===== config.mk =====
export PLATFORM = sky130hd
export DESIGN_NAME = tmr_out_ff_ctrl
export DESIGN_NICKNAME = d
export VERILOG_FILES = /design/src/rtl/tffc_pkg.sv /design/src/rtl/tffc_ctrl.sv /design/src/rtl/tffc_dpath.sv /design/src/rtl/tmr_out_ff_ctrl.sv
export SDC_FILE = /design/constraint.sdc
export NUM_CORES = 1
export LEC_CHECK = 0
export BUFFER_PORTS_ARGS = -buffer_cell sky130_fd_sc_hd__clkbuf_2
export CORE_AREA = 2 2 39 41
export DETAILED_ROUTE_END_ITERATION = 7
export DIE_AREA = 0 0 41 43
export SLEW_MARGIN = 10
export SYNTH_ARGS = -nofsm -noshare
export SYNTH_HDL_FRONTEND = slang
export SYNTH_SLANG_ARGS = --single-unit

===== constraint.sdc =====
create_clock -name clk -period 1.59 [get_ports clk]
set_input_delay 0.0795 -clock clk [delete_from_list [all_inputs] [get_ports clk]]
set_output_delay 0.0795 -clock clk [all_outputs]
set_load 0.02 [all_outputs]

===== src/rtl/tffc_pkg.sv =====
package tffc_pkg;

  localparam logic [1:0] LVL_HOLD = 2'b00;
  localparam logic [1:0] LVL_LOW  = 2'b01;
  localparam logic [1:0] LVL_HIGH = 2'b10;
  localparam logic [1:0] LVL_RSV  = 2'b11;

  typedef struct packed {
    logic doSet;
    logic doClr;
    logic doToggle;
  } ffStrobe_t;

endpackage


===== src/rtl/tffc_ctrl.sv =====
module tffc_ctrl
  import tffc_pkg::*;
#(
  parameter int MODE_W = 2
) (
  input  logic              clk,
  input  logic              rstN,
  input  logic              regWe,
  input  logic              opEnIn,
  input  logic              pinEnIn,
  input  logic [1:0]        levelIn,
  input  logic              errClrIn,
  input  logic              modeWe,
  input  logic [MODE_W-1:0] modeIn,
  input  logic              cmpIrq,
  output ffStrobe_t         strobe,
  output logic              pinEn,
  output logic              errFlag
);

  localparam logic [MODE_W-1:0] MODE_STOP = '0;

  logic [MODE_W-1:0] modeQ;
  logic              opEnQ;
  logic              pinEnQ;
  logic              errQ;
  logic              running;
  logic              cmdValid;
  logic              cmdBad;

  assign running  = (modeQ != MODE_STOP);
  assign cmdValid = regWe && (levelIn != LVL_HOLD);
  assign cmdBad   = cmdValid && (running || !opEnQ || (levelIn == LVL_RSV));

  always_comb begin
    strobe          = '0;
    strobe.doSet    = cmdValid && !cmdBad && (levelIn == LVL_HIGH);
    strobe.doClr    = cmdValid && !cmdBad && (levelIn == LVL_LOW);
    strobe.doToggle = cmpIrq && running && opEnQ;
  end

  always_ff @(posedge clk) begin
    if (!rstN) begin
      modeQ  <= MODE_STOP;
      opEnQ  <= 1'b0;
      pinEnQ <= 1'b0;
      errQ   <= 1'b0;
    end else begin
      if (modeWe) modeQ <= modeIn;
      if (regWe) begin
        opEnQ  <= opEnIn;
        pinEnQ <= pinEnIn;
      end
      if (cmdBad) errQ <= 1'b1;
      else if (regWe && errClrIn) errQ <= 1'b0;
    end
  end

  assign pinEn   = pinEnQ;
  assign errFlag = errQ;

  AST_LOCK_ERR: assert property (@(posedge clk) disable iff (!rstN)
    (regWe && (levelIn != LVL_HOLD) && running) |=> errFlag);
  AST_RSV_ERR: assert property (@(posedge clk) disable iff (!rstN)
    (regWe && (levelIn == LVL_RSV)) |=> errFlag);
  AST_ERR_STICKY: assert property (@(posedge clk) disable iff (!rstN)
    (errFlag && !(regWe && errClrIn)) |=> errFlag);
  AST_STOP_NO_TOGGLE: assert property (@(posedge clk) disable iff (!rstN)
    !running |-> !strobe.doToggle);

endmodule


===== src/rtl/tffc_dpath.sv =====
module tffc_dpath
  import tffc_pkg::*;
(
  input  logic      clk,
  input  logic      rstN,
  input  ffStrobe_t strobe,
  input  logic      pinEn,
  output logic      pinOut
);

  logic ffQ;

  always_ff @(posedge clk) begin
    if (!rstN)               ffQ <= 1'b0;
    else if (strobe.doSet)    ffQ <= 1'b1;
    else if (strobe.doClr)    ffQ <= 1'b0;
    else if (strobe.doToggle) ffQ <= ~ffQ;
  end

  assign pinOut = pinEn & ffQ;

  AST_SET_HIGH: assert property (@(posedge clk) disable iff (!rstN)
    strobe.doSet |=> ffQ);
  AST_CLR_LOW: assert property (@(posedge clk) disable iff (!rstN)
    strobe.doClr |=> !ffQ);
  AST_TOGGLE: assert property (@(posedge clk) disable iff (!rstN)
    strobe.doToggle |=> (ffQ != $past(ffQ)));
  AST_HOLD: assert property (@(posedge clk) disable iff (!rstN)
    !(strobe.doSet || strobe.doClr || strobe.doToggle) |=> $stable(ffQ));

endmodule


===== src/rtl/tmr_out_ff_ctrl.sv =====
module tmr_out_ff_ctrl
  import tffc_pkg::*;
#(
  parameter int MODE_W = 2
) (
  input  logic              clk,
  input  logic              rstN,
  input  logic              regWe,
  input  logic              opEnIn,
  input  logic              pinEnIn,
  input  logic [1:0]        levelIn,
  input  logic              errClrIn,
  input  logic              modeWe,
  input  logic [MODE_W-1:0] modeIn,
  input  logic              cmpIrq,
  output logic              pinOut,
  output logic              errFlag
);

  ffStrobe_t strobe;
  logic      pinEn;

  tffc_ctrl #(.MODE_W(MODE_W)) uCtrl (
    .clk(clk), .rstN(rstN), .regWe(regWe), .opEnIn(opEnIn),
    .pinEnIn(pinEnIn), .levelIn(levelIn), .errClrIn(errClrIn),
    .modeWe(modeWe), .modeIn(modeIn), .cmpIrq(cmpIrq),
    .strobe(strobe), .pinEn(pinEn), .errFlag(errFlag)
  );

  tffc_dpath uDpath (
    .clk(clk), .rstN(rstN), .strobe(strobe), .pinEn(pinEn), .pinOut(pinOut)
  );

  AST_PIN_GATED: assert property (@(posedge clk) disable iff (!rstN)
    (regWe && !pinEnIn) |=> !pinOut);

endmodule


; Yosys cells after proc, flatten, opt, wreduce, memory -nomap -nowiden
; Cells that the tools add are included.
[word_totals]
out_inout_bits = 2
input_bits = 12
reg_bits = 6
elab_cells = 31
[op_classes]
mux = 5
n_reduce_logical = 16
eq_ne = 3
bitwise_logic = 2
[ops]
columns = cell, count
row1 = logical AND 1 bit, 8
row2 = nonzero test 2 bit, 3
row3 = 2-to-1 mux 1 bit, 5
row4 = "== test 2 bit, second input constant", 2
row5 = nonzero test 3 bit, 1
row6 = "== test 2 x 1 -> 1 bit, second input constant", 1
row7 = logical NOT 1 bit, 2
row8 = logical OR 1 bit, 2
row9 = bitwise AND 1 bit, 1
row10 = inverter 1 bit, 1

; Depth between registers and ports, before layout
; Gate-level depths: netlist of run 1.
[depth]
depth_word = 9
ltp_mapped = 4
depth_no_buf = 3

; Hierarchy
; Synthesis of run 1 repeated with hierarchy kept, for this count alone.
[hier_totals]
hier_cells = 30
hier_area_um2 = 285.3
[by_module_without_submodules]
columns = mod, area_each_um2, cells_each, seq_area_each_um2, n_inst
row1 = tffc_ctrl, 234.0, 24, 100.1, 1
row2 = tffc_dpath, 51.3, 6, 20.0, 1

; Worst setup path before layout of run 1
; Ideal clock, no wire load.
[synth_path]
kind = flip-flop to flip-flop
from = reg uCtrl.opEnQ
to = reg uCtrl.errQ, in the netlist uCtrl.errFlag
path_stages_with_launch = 4
synth_period_minus_slack_ns = 1.390
path_slack_ns = 0.200
path_buffers = 0
arrival_time_ns = 1.274
required_ns = 1.474
setup_ns = 0.116
cell_sequence = dfxtp_1 or3b_4 maj3_1 a31o_2
[synth_via]
elab_chain_len = 5
word_cells_on_any_way = 6
cone_classes = mux: 1 / reduce/logical: 5
[synth_rtl]
columns = element, line
row1 = "start, declared", tffc_ctrl.sv:24  ; logic opEnQ;
row2 = "start signal, assigned", tffc_ctrl.sv:51  ; opEnQ <= opEnIn;
row3 = logical NOT 1 bit *, tffc_ctrl.sv:33  ; assign cmdBad = cmdValid && (running || !opEnQ || (levelIn == LVL_RSV));
row4 = logical OR 1 bit * (2 in series), tffc_ctrl.sv:33
row5 = logical AND 1 bit *, tffc_ctrl.sv:33
row6 = 2-to-1 mux 1 bit or nonzero test 2 bit (tied branches), --
row7 = "end signal, assigned", tffc_ctrl.sv:47  ; errQ <= 1'b0;
row8 = "end signal, assigned", tffc_ctrl.sv:54  ; if (cmdBad) errQ <= 1'b1;
row9 = "end signal, assigned", tffc_ctrl.sv:55  ; else if (regWe && errClrIn) errQ <= 1'b0;
row10 = "end, declared", tffc_ctrl.sv:26  ; logic errQ;
; Every way passes the cells marked *; elsewhere a longest branch is shown, timed or not.
; A chain may end at the register's enable or synchronous reset.

; Worst setup path after layout of run 1
; Same ends and word-level chain as after synthesis.

==> reports/metrics.yaml, run 1 <==
yosys:
  synth_seq_cells: 6
  yosys_warnings: 0
  syn_area_sq_um: 311.5
  synthesis.nets: 44
  synthTopCellsByArea: "dfxtp_1 (39%), mux2i_1 (13%), nor2b_1 (8.0%)"
  postSynthAreaPerCell_sq_um: 9.736
  syn_inst: 32
  yosys.area.top_type_share_pct: 38.55
  seq_area_frac_synth_pct: 38.55
  yosysTopAreaCell: "dfxtp_1"
  synth_cell_types: 18
power:
  combPwrFrac_pct: 15.2
  ir_drop_mv: 0.4736
  power.leakage_uw: 0.0001873
  p_int_uw: 277.5
  pwr-share-seq_pct: 47.0
  clkPwrFrac_pct: 37.9
  switching_share_pct: 23.17
  p_sw_uw: 83.69
  pwr_density_cell_mw_per_mm2: 877.4
route:
  wl_met2_um: 289
  drc_errors: 0
  met1_length_um: 299
  first_iter_violations: 5
  num_vias: 281
  postRouteAntennaNets: 0
  highest_layer: "met3"
  wire_per_inst_um: 10.53
  met3_length_um: 65
  finalWirelength_um: 653
  via_per_inst: 4.532
  firstDrtPassIters: 2
status:
  status: "finished, final reports clean"
clocking:
  ctsHtreeMaxLevel: 1
  clock-sinks: 6
  cts_setup_buffers: 0
  ctsHoldBuffers: 0
  numCtsBuffers: 3
  cts.clk_slew.worst_paths_ps: 40
  clk_path_buf_depth: 2
  root_buffer: "clkbuf_4"
  cts_resized: 0
  cts_tree: "yes"
  clkLatencyLatePin_ps: 240
setup_path:
  crit_arrival_ps: 1560
  end_kind: "flop"
  rr_worst_depth: 3
  critPathRequiredTime_ps: 1720
  path_max_fanout: 3
  start_kind: "flop"
  worstSetupPathType: "flop to flop"
timing:
  setup_tns_ps: 0
  drv_slew: 0
  finalClockSkew_ps: 0.9105
  setup_viol: 0
  fmax_ghz: 0.7018
  worst_pin_slew_ps: 277.0
  fin_crit_ps: 1425
  final-hold-violation-count: 0
  grt_setup_unrepaired: "no"
  period_share_pct: 89.61
  slew_headroom_pct: 81.45
floorplanning:
  die-area_sq_mm: 0.001763
  core-area_sq_mm: 0.001384
  pin_count: 14
  die_w_um: 41
  die_y_um: 43
  rows: 14
  initial_core_util_pct: 22.51
flow_run:
  drv_cap: 0
layout:
  final_cell_mix: "clkbuf_2 (13), dfxtp_1 (6), mux2i_1 (4), nor2b_1 (4)"
  final_common_cell: "clkbuf_2"
  ff_latch_area_sq_um: 120.1
  drive_gt1_share_pct: 43.48
  post-route-util_pct: 29.75
  final_nets: 60
  nFillCells: 157
  syn_to_final_growth_pct: 32.13
  num_antenna_cells: 0
  stdcell_area_sq_um: 411.6
  multi_input_area_sq_um: 183.9
grt:
  grt_pass1_vias: 233
  gr-total-overflow: 0
  grt_pass1_wl_um: 897
  antenna_found_initial: 0
  grt_max_degree: 12
  grtUsageTotal_pct: 8.048
placed_design:
  place_area_sq_um: 389.1
  dp_hpwl_um: 515.1
  portBuffers: 13
  routabilityCongestion: 0.7267
hold_path:
  whs_path_depth: 3
  hold_path_class: "input port to flop"
## worst max-delay path, cell delays in order (launching register included)
cell and delay (ps):
dfxtp_1 330, or3b_4 390, maj3_1 350, a31o_2 240
## layout make-up
class	count	share of cell area, %
repair buffers	13	15.81
clock buffers	3	5.471
well taps	16	4.863
multi-input cells	24	44.68
flip-flops and latches	6	29.18
## flip-flops by register name, indices dropped and copies added, names as in the netlist
signal,count
uDpath.ffQ,1
uCtrl.pinEn,1
uCtrl.errFlag,1
uCtrl.opEnQ,1
uCtrl.modeQ,2
## logic make-up (layout without fill, tap and decap cells)
logic type,after synthesis,in the layout,share of synthesized area [%]
AND/OR/NAND/NOR,15,15,31.33
buffers and inverters,2,16,2.411
flip-flops,6,6,38.56
AO/OA/AOI/OAI,3,3,8.034
adder cells (fa/ha/maj),1,1,3.213
multiplexers,5,5,16.47
## worst paths after layout
| path | startpoint | end | slack (ps) |
|---|---|---|---|
| worst min register to register | uCtrl.pinEn$_SDFFE_PN0P_ | uCtrl.pinEn$_SDFFE_PN0P_ | 530 |
| worst min-delay path | modeIn[1] | uCtrl.modeQ[1]$_SDFFE_PN0P_ | 110 |
| worst max register to register | uCtrl.opEnQ$_SDFFE_PN0P_ | uCtrl.errFlag$_SDFFE_PN0P_ | 170 |
| worst max-delay path | uCtrl.opEnQ$_SDFFE_PN0P_ | uCtrl.errFlag$_SDFFE_PN0P_ | 170 |
## metal layers
layer / global-route usage, % / vias to the layer above
met5: 0 / -
met4: 0 / 0
met3: 8.901 / 0
met2: 10.63 / 9
met1: 9.385 / 127
li1: - / 145
## cell usage after synthesis, drive strengths merged
cell     n
a31o     1
and2     1
and3     1
clkbuf   2
dfxtp    6
maj3     1
mux2     1
mux2i    4
nand2    3
nand3    1
nand3b   1
nand4    1
nor2b    4
o2111ai  1
o211ai   1
or3b     2
or4b     1
## through the flow
step                      total power (uW)  setup slack [ps]  hold WS (ps)  cells
final                                361.2             165.2         109.5     62
after global routing                 381.7             125.0         129.6     62
after CTS                            372.5             158.8         105.4     62
after detailed placement             227.6             164.9         353.5     59
after global placement               226.1             184.8         347.1     59
after floorplan                      204.1             200.1         248.6     32
## power groups by stage
stage / clock network, uW / logic (uW) / registers [uW]
global route: 151 / 60.5 / 170
global placement: 0 / 54.5 / 172
floorplan: 0 / 30.9 / 173
finish: 137 / 54.8 / 170
detailed placement: 0 / 55.6 / 172
CTS: 147 / 56.0 / 169
(Power assumes the default switching activity.)
==> inputs of run 2 (changes only) <==
clock period = 1.2 ns   (was 1.59 ns; I/O delays follow)
==> run 2 against run 1 <==
The flow now finishes with violations (negative setup slack); non-clock buffer count is 3 higher; critical path depth is the same; count of clock-buffer cells in the layout is the same; first-iteration DRC count shrank 100%; worst setup slack got worse by 320 ps; final cell count increased by 4.8%; total power grew 37%; hold slack worse by 18 ps; utilization rose by 2.1 points.
==> reports/metrics.yaml, run 2 (synthesis results as in run 1) <==
clocking:
  cts_tree: "yes"  # unchanged
  clk_path_buf_depth: 2  # unchanged
  numCtsBuffers: 3  # unchanged
  root_buffer: "clkbuf_4"  # unchanged
  cts_setup_buffers: 0  # unchanged
  cts.clk_slew.worst_paths_ps: 50  # was 40 ps
  ctsHtreeMaxLevel: 1  # unchanged
  clock-sinks: 6  # unchanged
  clkLatencyLatePin_ps: 240  # about the same
  ctsHoldBuffers: 0  # unchanged
timing:
  period_share_pct: 112.7  # was 89.61%
  setup_viol: 2  # was 0
  finalClockSkew_ps: 4.897  # was 0.9105 ps
  fin_crit_ps: 1352  # was 1425 ps
  worst_pin_slew_ps: 272.2  # was 277.0 ps
  fmax_ghz: 0.7397  # was 0.7018 GHz
  drv_slew: 0  # unchanged
  slew_headroom_pct: 81.77  # was 81.45%
  grt_setup_unrepaired: "yes"  # was no
  setup_ws_ps: -151.9  # was 165.2 ps
  final-hold-violation-count: 0  # unchanged
  setup_tns_ps: -288.2  # was 0 ps
  whs_ps: 91.93  # was 109.5 ps
floorplanning:
  die-area_sq_mm: 0.001763  # unchanged
  die_y_um: 43  # unchanged
  core-area_sq_mm: 0.001384  # unchanged
  initial_core_util_pct: 22.51  # unchanged
  rows: 14  # unchanged
  die_w_um: 41  # unchanged
  pin_count: 14  # unchanged
power:
  clkPwrFrac_pct: 37.8  # was 37.9%
  ir_drop_mv: 0.7623  # was 0.4736 mV
  combPwrFrac_pct: 17.0  # was 15.2%
  p_sw_uw: 118.0  # was 83.69 uW
  p_int_uw: 375.8  # was 277.5 uW
  switching_share_pct: 23.90  # was 23.17%
  pwr-share-seq_pct: 45.2  # was 47.0%
  pwr_density_cell_mw_per_mm2: 1121  # was 877.4 mW/mm^2
  power.leakage_uw: 0.0002059  # was 0.0001873 uW
layout:
  final_cell_mix: "clkbuf_2 (13), dfxtp_1 (5), mux2i_1 (4), nor2b_1 (4)"  # was clkbuf_2 (13), dfxtp_1 (6), mux2i_1 (4), nor2b_1 (4)
  syn_to_final_growth_pct: 41.37  # was 32.13%
  final_nets: 63  # was 60
  final_cells: 65  # was 62
  nFillCells: 151  # was 157
  num_antenna_cells: 0  # unchanged
  largest_register_ffs: 2  # unchanged
  ff_latch_area_sq_um: 121.4  # was 120.1 sq um
  multi_input_area_sq_um: 188.9  # was 183.9 sq um
  final_common_cell: "clkbuf_2"  # unchanged
  drive_gt1_share_pct: 53.06  # was 43.48%
  post-route-util_pct: 31.83  # was 29.75%
  regMostFlops: "uCtrl.modeQ"  # unchanged
setup_path:
  end_kind: "flop"  # unchanged
  crit_arrival_ps: 1530  # was 1560 ps
  start_kind: "flop"  # unchanged
  critPathTopFamily: "simple AND/OR/NAND/NOR gates"  # unchanged
  slowest_stage: "or4b_4"  # was or3b_4
  worstSetupPathType: "flop to flop"  # unchanged
  path_buf_inv: 0  # unchanged
  crit_chain: "or3b_4 > or4b_4 > nand4_1"  # was or3b_4 > maj3_1 > a31o_2
  reg2reg_setup_slack_ps: -150  # was 170 ps
  slowest_delay_ps: 490  # was 390 ps
  critPathRequiredTime_ps: 1380  # was 1720 ps
  path_max_fanout: 3  # unchanged
route:
  firstDrtPassIters: 1  # was 2
  drc_errors: 0  # unchanged
  first_iter_violations: 0  # was 5
  postRouteAntennaNets: 0  # unchanged
  wire_per_inst_um: 10.02  # was 10.53 um
  finalWirelength_um: 651  # was 653 um
  via_per_inst: 4.262  # was 4.532
  num_vias: 277  # was 281
hold_path:
  hold_path_class: "input port to flop"  # unchanged
grt:
  gr-total-overflow: 0  # unchanged
  grt_pass1_vias: 232  # was 233
  antenna_found_initial: 0  # unchanged
  grt_max_degree: 12  # unchanged
  grtUsageTotal_pct: 8.459  # was 8.048%
  grt_pass1_wl_um: 972  # was 897 um
placed_design:
  dp_hpwl_um: 508  # was 515.1 um
  routabilityCongestion: 0.7109  # was 0.7267
  portBuffers: 13  # unchanged
  placed_cells: 62  # was 59
flow_run:
  drv_cap: 0  # unchanged
status:
  status: "finished, violations left"  # was finished, final reports clean
  violations: "negative setup slack"
-- run 2: changes by cell type in the layout (fill, tap and decap cells not counted) --
cell     before  now
or4b_1        1    0
buf_4         0    3
dfxtp_1       6    5
maj3_2        0    1
maj3_1        1    0
dfxtp_2       0    1
or4b_4        0    1
-- run 2: per-layer routing --
metal,vias up,GRT usage [%],share of wire (%)
met4,0,0,0
li1,155,-,-
met3,0,7.853,7.8
met1,113,11.04,51
met5,-,0,0
met2,9,10.94,41
-- run 2: worst register-to-register path, stage by stage, from the launching register on --
cell and delay (ps):
dfxtp_1 300, or3b_4 400, or4b_4 490, nand4_1 100
-- run 2: power groups by stage --
stage | sequential [uW] | combinational (uW) | clock (uW)
floorplan | 230 | 41.5 | 0
global placement | 227 | 82.6 | 0
detailed placement | 227 | 83.6 | 0
CTS | 223 | 84.4 | 199
global route | 224 | 93.1 | 208
finish | 223 | 83.9 | 187
-- run 2: repair_timing --
item,4_1_cts,5_1_grt
endpoints found under the setup margin,2,2
resized for setup,0,1
pin swaps,1,0
-- run 2: worst paths after layout --
check	startpoint	to	cells after the start
setup / recovery	uCtrl.modeQ[1]$_SDFFE_PN0P_	uDpath.ffQ$_SDFFE_PN0P_	3
hold / removal	opEnIn	uCtrl.opEnQ$_SDFFE_PN0P_	3
setup reg to reg	uCtrl.modeQ[1]$_SDFFE_PN0P_	uDpath.ffQ$_SDFFE_PN0P_	3
hold reg to reg	uCtrl.pinEn$_SDFFE_PN0P_	uCtrl.pinEn$_SDFFE_PN0P_	2
-- run 2: final cells by class --
| type | count | share of cell area [%] |
|---|---|---|
| sequential | 6 | 27.56 |
| multi-input combinational | 24 | 42.90 |
| tap | 16 | 4.545 |
| timing repair buffer | 16 | 19.89 |
| clock buffer | 3 | 5.114 |
-- run 2: per-stage QoR --
stage / total power [uW] / worst slack (ps) / cell area (sq um)
2_1_floorplan: 271.5 / -128.1 / 314.1
3_3_place_gp: 309.3 / -163.7 / 414.1
3_5_place_dp: 310.8 / -160.5 / 414.1
4_1_cts: 506.7 / -151.4 / 436.7
5_1_grt: 525.2 / -170.7 / 440.4
6_report: 493.8 / -151.9 / 440.4
==> inputs of run 3 (changes only) <==
SKIP_CTS_REPAIR_TIMING = 1   (was not set)
clock period = 1.25 ns   (was 1.2 ns; I/O delays follow)
==> run 3 against run 2 <==
The run still ends with negative setup slack left; clock power is 4% lower; count of clock-buffer cells in the layout stayed put; wire length is 0.46% higher; via count stayed put; hold slack better by 2.5 ps; worst setup slack better by 44 ps; clock skew stayed put; sequential power is 4% lower; first-iteration DRC count stayed put; non-clock buffer count stayed put; fmax is 0.44% lower; largest cell class unchanged; largest power group unchanged; highest routed layer unchanged.
==> reports/metrics.yaml, run 3 (synthesis results as in run 1) <==
route:
  wire_per_inst_um: 10.06  # was 10.02 um
  drc_errors: 0  # unchanged
  via_per_inst: 4.262  # unchanged
  firstDrtPassIters: 1  # unchanged
  finalWirelength_um: 654  # was 651 um
  num_vias: 277  # unchanged
  first_iter_violations: 0  # unchanged
  postRouteAntennaNets: 0  # unchanged
timing:
  slew_headroom_pct: 81.67  # was 81.77%
  worst_pin_slew_ps: 273.7  # was 272.2 ps
  final-hold-violation-count: 0  # unchanged
  finalClockSkew_ps: 4.897  # unchanged
  grt_setup_unrepaired: "yes"  # unchanged
  drv_slew: 0  # unchanged
  fin_crit_ps: 1358  # was 1352 ps
  setup_ws_ps: -107.9  # was -151.9 ps
  whs_ps: 94.43  # was 91.93 ps
  period_share_pct: 108.6  # was 112.7%
  fmax_ghz: 0.7364  # was 0.7397 GHz
  setup_viol: 2  # unchanged
grt:
  grt_max_degree: 12  # unchanged
  grt_pass1_vias: 232  # unchanged
  gr-total-overflow: 0  # unchanged
  grt_pass1_wl_um: 972  # unchanged
  grtUsageTotal_pct: 8.459  # unchanged
  antenna_found_initial: 0  # unchanged
placed_design:
  dp_hpwl_um: 508  # unchanged
  placed_cells: 62  # unchanged
  routabilityCongestion: 0.7109  # unchanged
  portBuffers: 13  # unchanged
  place_area_sq_um: 414.1  # unchanged
  pre_cts_slack_ps: -110.5  # was -160.5 ps
power:
  pwr-share-seq_pct: 45.2  # about the same
  p_sw_uw: 113.6  # was 118.0 uW
  pwr_density_cell_mw_per_mm2: 1077  # was 1121 mW/mm^2
  finalPower_uw: 474.3  # was 493.8 uW
  p_int_uw: 360.7  # was 375.8 uW
  combPwrFrac_pct: 17.0  # about the same
  switching_share_pct: 23.94  # was 23.90%
  ir_drop_mv: 0.7318  # was 0.7623 mV
  power.leakage_uw: 0.0002059  # unchanged
  clkPwrFrac_pct: 37.8  # about the same
floorplanning:
  rows: 14  # unchanged
  core-area_sq_mm: 0.001384  # unchanged
  die-area_sq_mm: 0.001763  # unchanged
  die_w_um: 41  # unchanged
  die_y_um: 43  # unchanged
  initial_core_util_pct: 22.51  # unchanged
  pin_count: 14  # unchanged
setup_path:
  crit_chain: "or3b_4 > or4b_4 > nand4_1"  # unchanged
  path_max_fanout: 3  # unchanged
  worstSetupPathType: "flop to flop"  # unchanged
  end_kind: "flop"  # unchanged
  start_kind: "flop"  # unchanged
  crit_arrival_ps: 1530  # about the same
  slowest_delay_ps: 480  # was 490 ps
  critPathRequiredTime_ps: 1430  # was 1380 ps
  slowest_stage: "or4b_4"  # unchanged
flow_run:
  drv_cap: 0  # unchanged
clocking:
  clock-sinks: 6  # unchanged
  clk_path_buf_depth: 2  # unchanged
  cts_tree: "yes"  # unchanged
  numCtsBuffers: 3  # unchanged
  root_buffer: "clkbuf_4"  # unchanged
  cts.clk_slew.worst_paths_ps: 50  # about the same
  clkLatencyLatePin_ps: 240  # about the same
  ctsHtreeMaxLevel: 1  # unchanged
layout:
  stdcell_area_sq_um: 440.4  # unchanged
  final_cells: 65  # unchanged
  drive_gt1_share_pct: 53.06  # unchanged
  nFillCells: 151  # unchanged
  regMostFlops: "uCtrl.modeQ"  # unchanged
  largest_register_ffs: 2  # unchanged
  num_antenna_cells: 0  # unchanged
  final_common_cell: "clkbuf_2"  # unchanged
  final_cell_mix: "clkbuf_2 (13), dfxtp_1 (5), mux2i_1 (4), nor2b_1 (4)"  # unchanged
  final_nets: 63  # unchanged
  syn_to_final_growth_pct: 41.37  # unchanged
status:
  violations: "negative setup slack"  # unchanged
  status: "finished, violations left"  # unchanged
hold_path:
  hold_path_class: "input port to flop"  # unchanged
[run 3: cell type report]
cell class / instances / area, sq um / area share (%)
tap: 16 / 20.02 / 4.545
sequential: 6 / 121.4 / 27.56
clock buffer: 3 / 22.52 / 5.114
timing repair buffer: 16 / 87.58 / 19.89
multi-input combinational: 24 / 188.9 / 42.90
[run 3: power groups by stage]
stage / sequential (uW) / combinational (uW) / clock [uW]
floorplan: 221 / 39.9 / 0
global placement: 218 / 79.3 / 0
detailed placement: 218 / 80.3 / 0
CTS: 214 / 81.0 / 191
global route: 215 / 89.4 / 200
finish: 215 / 80.6 / 179
[run 3: worst max-delay path, delay by kind of cell (launching register included)]
family | cells | cell delay [ps]
flip-flops | 1 | 300
AND/OR/NAND/NOR | 3 | 990
[run 3: path summary, 6_finish.rpt]
check	from	endpoint	slack, ps	cells after the start
setup / recovery	uCtrl.modeQ[1]$_SDFFE_PN0P_	uDpath.ffQ$_SDFFE_PN0P_	-110	3
hold / removal	opEnIn	uCtrl.opEnQ$_SDFFE_PN0P_	90	3
setup reg to reg	uCtrl.modeQ[1]$_SDFFE_PN0P_	uDpath.ffQ$_SDFFE_PN0P_	-110	3
hold reg to reg	uCtrl.pinEn$_SDFFE_PN0P_	uCtrl.pinEn$_SDFFE_PN0P_	520	2
[run 3: metal layers]
| layer | global-route usage, % | vias to the layer above | share of wire (%) |
|---|---|---|---|
| met5 | 0 | - | 0 |
| met4 | 0 | 0 | 0 |
| met3 | 7.853 | 0 | 7.8 |
| met2 | 10.94 | 9 | 40 |
| met1 | 11.04 | 113 | 52 |
| li1 | - | 155 | - |
[run 3: metrics by stage]
step	setup TNS (ps)	utilization, %
detailed placement	-196.2	29.93
finish	-194.2	31.83
floorplan	-149.3	-
global placement	-185.9	29.93
CTS	-230.6	31.56
global route	-247.5	31.83
